<file path="src/rtl/rxf_pkg.sv">
// Shared types for the lookahead receive buffer.
package rxf_pkg;
    typedef logic [7:0] byte_t;
endpackage

</file>
<file path="src/rtl/rxf_write_ctrl.sv">
// Write side of the receive buffer.
// Detects the start and end of each frame, produces the write address,
// drops bytes once DEPTH bytes are stored, and keeps the sticky overflow flag.
// Assumes: one byte per in_valid cycle; every frame ends with in_last.
module rxf_write_ctrl #(
    parameter int DEPTH = 64,
    localparam int AW = $clog2(DEPTH),
    localparam int CW = $clog2(DEPTH + 1)
) (
    input  logic          clk,
    input  logic          rst_n,
    input  logic          in_valid,
    input  logic          in_last,
    output logic          wr_en,
    output logic [AW-1:0] wr_addr,
    output logic          frame_start,
    output logic          frame_done,
    output logic [CW-1:0] done_len,
    output logic          overflow
);
    logic          receiving;
    logic [CW-1:0] wr_cnt;
    logic          has_room;

    // Decode the frame events and the storage address of the current byte.
    always_comb begin
        has_room    = (wr_cnt < CW'(DEPTH));
        frame_start = in_valid && !receiving;
        frame_done  = in_valid && in_last;
        wr_en       = in_valid && (frame_start || has_room);
        wr_addr     = frame_start ? '0 : wr_cnt[AW-1:0];
        if (frame_start)
            done_len = CW'(1);
        else if (has_room)
            done_len = wr_cnt + CW'(1);
        else
            done_len = wr_cnt;
    end

    // Track reception state, the stored byte count and the overflow flag.
    always_ff @(posedge clk) begin
        if (!rst_n) begin
            receiving <= 1'b0;
            wr_cnt    <= '0;
            overflow  <= 1'b0;
        end else if (frame_start) begin
            receiving <= !in_last;
            wr_cnt    <= CW'(1);
            overflow  <= 1'b0;
        end else if (in_valid) begin
            if (in_last)
                receiving <= 1'b0;
            if (has_room)
                wr_cnt <= wr_cnt + CW'(1);
            else
                overflow <= 1'b1;
        end
    end

    assert_no_overflow_R8: assert property (@(posedge clk) disable iff (!rst_n)
        wr_cnt <= CW'(DEPTH));
    assert_overflow_sticky_R8: assert property (@(posedge clk) disable iff (!rst_n)
        (overflow && !frame_start) |=> overflow);
    assert_start_clears_ovf_R7: assert property (@(posedge clk) disable iff (!rst_n)
        frame_start |=> !overflow);
endmodule

</file>
<file path="src/rtl/rxf_mem.sv">
// Byte storage for one frame: one write port, one asynchronous read port.
// A write and a read to the same address in the same cycle return the
// byte being written, so the first byte can be prefetched as it arrives.
// Assumes: contents have no reset and are read only after they are written.
module rxf_mem #(
    parameter int DEPTH = 64,
    localparam int AW = $clog2(DEPTH)
) (
    input  logic           clk,
    input  logic           wr_en,
    input  logic [AW-1:0]  wr_addr,
    input  rxf_pkg::byte_t wr_data,
    input  logic [AW-1:0]  rd_addr,
    output rxf_pkg::byte_t rd_data
);
    rxf_pkg::byte_t store [DEPTH];

    // Write the incoming byte at its address.
    always_ff @(posedge clk) begin
        if (wr_en)
            store[wr_addr] <= wr_data;
    end

    // Read with bypass of a write to the same address.
    always_comb begin
        if (wr_en && (wr_addr == rd_addr))
            rd_data = wr_data;
        else
            rd_data = store[rd_addr];
    end
endmodule

</file>
<file path="src/rtl/rxf_read_ctrl.sv">
// Read side of the receive buffer: lookahead prefetch register, read
// pointer, empty flag and end-of-frame interrupt.
// Assumes: rd_strobe lasts one cycle per byte; strobes are ignored
// while no complete frame is stored.
module rxf_read_ctrl #(
    parameter int DEPTH = 64,
    localparam int AW = $clog2(DEPTH),
    localparam int CW = $clog2(DEPTH + 1)
) (
    input  logic           clk,
    input  logic           rst_n,
    input  logic           frame_start,
    input  logic           frame_done,
    input  logic [CW-1:0]  done_len,
    input  logic           rd_strobe,
    output logic [AW-1:0]  mem_addr,
    input  rxf_pkg::byte_t mem_data,
    output rxf_pkg::byte_t rd_data,
    output logic           rx_empty,
    output logic           eof_irq
);
    logic          frame_valid;
    logic [AW-1:0] rd_ptr;
    logic [AW-1:0] last_idx;
    logic          at_last;

    // Choose the byte to prefetch and work out the empty flag.
    always_comb begin
        at_last  = (rd_ptr == last_idx);
        rx_empty = !frame_valid || at_last;
        mem_addr = frame_done ? '0 : rd_ptr + AW'(1);
    end

    // Update the frame state, pointer, prefetch register and interrupt.
    always_ff @(posedge clk) begin
        if (!rst_n) begin
            frame_valid <= 1'b0;
            rd_ptr      <= '0;
            last_idx    <= '0;
            rd_data     <= '0;
            eof_irq     <= 1'b0;
        end else if (frame_done) begin
            frame_valid <= 1'b1;
            rd_ptr      <= '0;
            last_idx    <= AW'(done_len - CW'(1));
            rd_data     <= mem_data;
            eof_irq     <= 1'b1;
        end else if (frame_start) begin
            frame_valid <= 1'b0;
            rd_ptr      <= '0;
            eof_irq     <= 1'b0;
        end else if (frame_valid && rd_strobe) begin
            eof_irq <= 1'b0;
            if (!at_last) begin
                rd_ptr  <= rd_ptr + AW'(1);
                rd_data <= mem_data;
            end
        end
    end

    assert_irq_clear_R6: assert property (@(posedge clk) disable iff (!rst_n)
        (frame_valid && rd_strobe && !frame_start) |=> !eof_irq);
    assert_irq_on_done_R2: assert property (@(posedge clk) disable iff (!rst_n)
        frame_done |=> (eof_irq && rd_ptr == '0));
    assert_empty_idle_R4: assert property (@(posedge clk) disable iff (!rst_n)
        !frame_valid |-> rx_empty);
    assert_hold_last_R5: assert property (@(posedge clk) disable iff (!rst_n)
        (frame_valid && at_last && rd_strobe && !frame_start) |=> ($stable(rd_data) && rx_empty));
    assert_ignore_idle_R9: assert property (@(posedge clk) disable iff (!rst_n)
        (!frame_valid && !frame_done) |=> $stable(rd_data));
    assert_start_clears_R7: assert property (@(posedge clk) disable iff (!rst_n)
        (frame_start && !frame_done) |=> (!eof_irq && rx_empty));
endmodule

</file>
<file path="src/rtl/rx_lookahead_fifo.sv">
// Top level of the single-frame lookahead receive buffer.
// Connects the write controller, the byte storage and the prefetching
// read controller. One frame is held at a time; each new frame
// overwrites the previous one from address zero.
// Assumes: synchronous active-low reset; the host samples rd_data
// together with its read strobe.
module rx_lookahead_fifo #(
    parameter int DEPTH = 64,
    localparam int AW = $clog2(DEPTH),
    localparam int CW = $clog2(DEPTH + 1)
) (
    input  logic       clk,
    input  logic       rst_n,
    input  logic       in_valid,
    input  logic [7:0] in_data,
    input  logic       in_last,
    input  logic       rd_strobe,
    output logic [7:0] rd_data,
    output logic       rx_empty,
    output logic       eof_irq,
    output logic       overflow
);
    logic           wr_en;
    logic [AW-1:0]  wr_addr;
    logic           frame_start;
    logic           frame_done;
    logic [CW-1:0]  done_len;
    logic [AW-1:0]  mem_addr;
    rxf_pkg::byte_t mem_data;
    rxf_pkg::byte_t prefetch;

    rxf_write_ctrl #(.DEPTH(DEPTH)) u_wr (
        .clk(clk), .rst_n(rst_n), .in_valid(in_valid), .in_last(in_last),
        .wr_en(wr_en), .wr_addr(wr_addr), .frame_start(frame_start),
        .frame_done(frame_done), .done_len(done_len), .overflow(overflow)
    );

    rxf_mem #(.DEPTH(DEPTH)) u_mem (
        .clk(clk), .wr_en(wr_en), .wr_addr(wr_addr), .wr_data(in_data),
        .rd_addr(mem_addr), .rd_data(mem_data)
    );

    rxf_read_ctrl #(.DEPTH(DEPTH)) u_rd (
        .clk(clk), .rst_n(rst_n), .frame_start(frame_start),
        .frame_done(frame_done), .done_len(done_len), .rd_strobe(rd_strobe),
        .mem_addr(mem_addr), .mem_data(mem_data), .rd_data(prefetch),
        .rx_empty(rx_empty), .eof_irq(eof_irq)
    );

    // Drive the host data port from the prefetch register.
    always_comb rd_data = prefetch;
endmodule

</file>
<file path="config.mk">
export PLATFORM = sky130hd
export DESIGN_NAME = rx_lookahead_fifo
export DESIGN_NICKNAME = d
export VERILOG_FILES = /design/src/rtl/rxf_pkg.sv /design/src/rtl/rxf_write_ctrl.sv /design/src/rtl/rxf_mem.sv /design/src/rtl/rxf_read_ctrl.sv /design/src/rtl/rx_lookahead_fifo.sv
export SDC_FILE = /design/constraint.sdc
export NUM_CORES = 1
export LEC_CHECK = 0
export ABC_AREA = 0
export CAP_MARGIN = 20
export CORE_MARGIN = 2
export CORE_UTILIZATION = 50
export DETAILED_ROUTE_END_ITERATION = 10
export GPL_TIMING_DRIVEN = 0
export PLACE_DENSITY = 0.77
export RECOVER_POWER = 25
export SETUP_SLACK_MARGIN = 0.02
export SYNTH_ARGS = -nofsm -noshare
export SYNTH_HDL_FRONTEND = slang
export SYNTH_HIERARCHICAL = 1
export SYNTH_SLANG_ARGS = --single-unit
export TNS_END_PERCENT = 10
</file>
<file path="constraint.sdc">
create_clock -name clk -period 3.8 [get_ports clk]
set_input_delay 0.38 -clock clk [delete_from_list [all_inputs] [get_ports clk]]
set_output_delay 0.38 -clock clk [all_outputs]
set_load 0.02 [all_outputs]
</file>
==> flow_summary_export.csv <==
group,metric,value,unit
run_status,outcome,"finished, violations left",
run_status,failed_checks,"max-capacitance violations, max-slew violations",
power_and_ir_drop,power_leakage,7.71,nW
die,initial_core_util,0.503,
synthesis,syn_area,22100,um2
sta,min_period,3.75,ns
finish,final_design_area_no_fill,25000,um2
sta,timing.final.crit_share,0.986,
die,die-area,45900,um2
finish,drive_gt1_frac,0.142,
clock_tree,clk_pin_slew_worst_paths,0.06,ns
worst_setup_path,required,4.29,ns
die,row_count,77,
route,postRouteWirelength,52.8,mm
sta,max_clock_freq,267,MHz
synthesis,synth_cells,1345,
place,dp_cells,1970,
clock_tree,numCtsBuffers,52,
sta,rsz0062_at_grt,"yes",
route,drc,0,
worst_setup_path,crit_arrival,4.24,ns
worst_setup_path,critPathKind,"input pin to flip-flop",
place,place_area,23200,um2
clock_tree,htreeDepth,2,
clock_tree,clock_latency,0.58,ns
worst_setup_path,cp_max_fo,10,
finish,syn2layout_area_growth,12.9,%
sta,slew_headroom,-0.788,
die,die_w,214,um
global_routing,grt_pass1_vias,12300,
global_routing,grt_max_degree,66,
worst_setup_path,crit_path_end_kind,"flip-flop",
route,initialDrtViolationCount,1445,
die,core_area,43900,um2
clock_tree,ctsHoldBuffers,0,
finish,stdcell_count,2068,
die,die_y,214,um
power_and_ir_drop,power_density,476,nW/um2
run,drv_cap,4,
finish,diodes,0,
place,hpwl,34.8,mm
global_routing,top_usage_layer,"met2",
die,pin_count,24,
global_routing,use_met1,0.313,
global_routing,grt_use_met2,0.355,
clock_tree,cts_tree,"built",
worst_setup_path,critPathLaunchType,"input pin",
place,place_congestion,0.923,
finish,n_fill_cell,3313,
route,wl_per_cell,25.6,um
synthesis,synth_fp_nets,1361,
route,first_pass_iters,6,
sta,tightest_slew,2.68,ns
finish,multi_input_area,5820,um2
sta,tns,0,ns
sta,final-hold-violation-count,0,
global_routing,antenna_found_initial,1,
route,via_per_inst,6.11,
clock_tree,cts_num_sinks,543,
synthesis,synth_warnings,6,
sta,skew,0.0257,ns
global_routing,grt-ovfl-total,0,
global_routing,grt_pass1_wl,77.9,mm
power_and_ir_drop,peakVddDrop,0.000371,V
route,drtAntennaViolNets,0,
global_routing,grt_use_met3,0.0489,
global_routing,grt_use_total,0.228,
worst_setup_path,rrSetupSlack,0.13,ns
sta,setup_viol_count_final,0,
place,io_buffers,23,
finish,register_area,16000,um2
min_path,hold_path_class,"input pin to flip-flop",
clock_tree,clockBufferDepth,3,
synthesis,avgSynthCellArea,16.4,um2
sta,slew_violations,206,
finish,nets,1448,
clock_tree,root_buffer,"clkbuf_16",
route,vias,12600,
[report_power, final]
| part | switching [mW] | internal [mW] |
|---|---|---|
| logic | 0.286 | 0.132 |
| clock network | 2.11 | 2.78 |
| registers | 0.0140 | 6.57 |
[final cells by class]
type / count / share of cell area
clock inverters: 28 / 0.00767
multi-input cells: 719 / 0.233
repair buffers: 33 / 0.0124
plain buffers: 75 / 0.0177
inverters: 8 / 0.00120
flip-flops and latches: 543 / 0.641
clock buffers: 70 / 0.0573
well taps: 592 / 0.0297
[final timing paths]
| kind | start | end | depth (start not counted) |
|---|---|---|---|
| hold reg to reg | u_rd/rd_data[0] | u_rd/rd_data[0] | 2 |
| hold / removal | in_data[5] | u_mem/store[50][5] | 1 |
| setup reg to reg | u_rd/rd_ptr[1] | u_rd/rd_data[5] | 15 |
| setup / recovery | in_valid | u_rd/rd_data[5] | 14 |
[layer usage]
layer	vias up	share of wire
li1	5460	-
met3	123	0.10
met5	-	0
met1	6317	0.39
met2	726	0.47
met4	0	0.040
[flip-flops by register name, summed over array words and instances, names as in the netlist]
name              flops
u_mem/store         512
u_rd/eof_irq          1
u_rd/frame_valid      1
u_rd/last_idx         6
u_rd/rd_data          8
u_rd/rd_ptr           6
u_wr/overflow         1
u_wr/receiving        1
u_wr/wr_cnt           7
[worst max-delay path, stage by stage]
cell	delay [ns]
clkdlybuf4s50_1	0.47
buf_2	0.21
and2_1	0.22
clkbuf_2	0.23
nor2b_4	0.32
buf_4	0.31
buf_2	0.29
nand2b_1	0.30
clkbuf_2	0.36
o21ai_0	0.36
nor3_1	0.16
a221oi_2	0.35
nand2_1	0.10
mux2i_1	0.14
[repair_timing]
action,4_1_cts,5_1_grt
setup endpoints to repair,8,7
gates resized for setup,31,32
setup buffers,0,0
hold endpoints to repair,0,0
[metrics by stage]
stage | utilization | setup WS [ns] | total power [mW] | hold WS [ns]
after global placement | 0.525 | -1.33 | 7.10 | 0.450
after detailed placement | 0.528 | -1.43 | 7.11 | 0.460
after CTS | 0.567 | 0.0169 | 11.9 | 0.0626
final | 0.568 | 0.0536 | 11.9 | 0.132
after floorplan | - | 0.784 | 6.89 | 0.467
after global routing | 0.568 | 0.00436 | 12.2 | 0.109
[layout by cell type (no fill, tap or decap), types with 4 or more instances in the layout]
cell type        count
nor2_1              96
dfxtp_1             30
a221o_1              7
a221oi_1            14
buf_6                8
nor2b_1             15
clkbuf_1            39
clkbuf_16           54
a22oi_1             66
a2111oi_0            4
clkdlybuf4s50_1     15
nand3_1             26
nor4b_4              5
nand2_1             54
clkbuf_2            12
a21oi_1             42
clkinv_2            14
mux2_2              13
and2_1               8
o22ai_1              7
mux2i_1            201
nand2b_1            13
o21ai_0             12
inv_1                6
mux4_2              25
buf_12               5
or3_1                4
xor2_1              15
nor3_1              10
buf_4               15
buf_2               23
a2111oi_2            5
a211oi_1            14
xnor2_1              9
clkinv_1            11
edfxtp_1           512
Note: power is estimated with default switching activity, not from simulation.
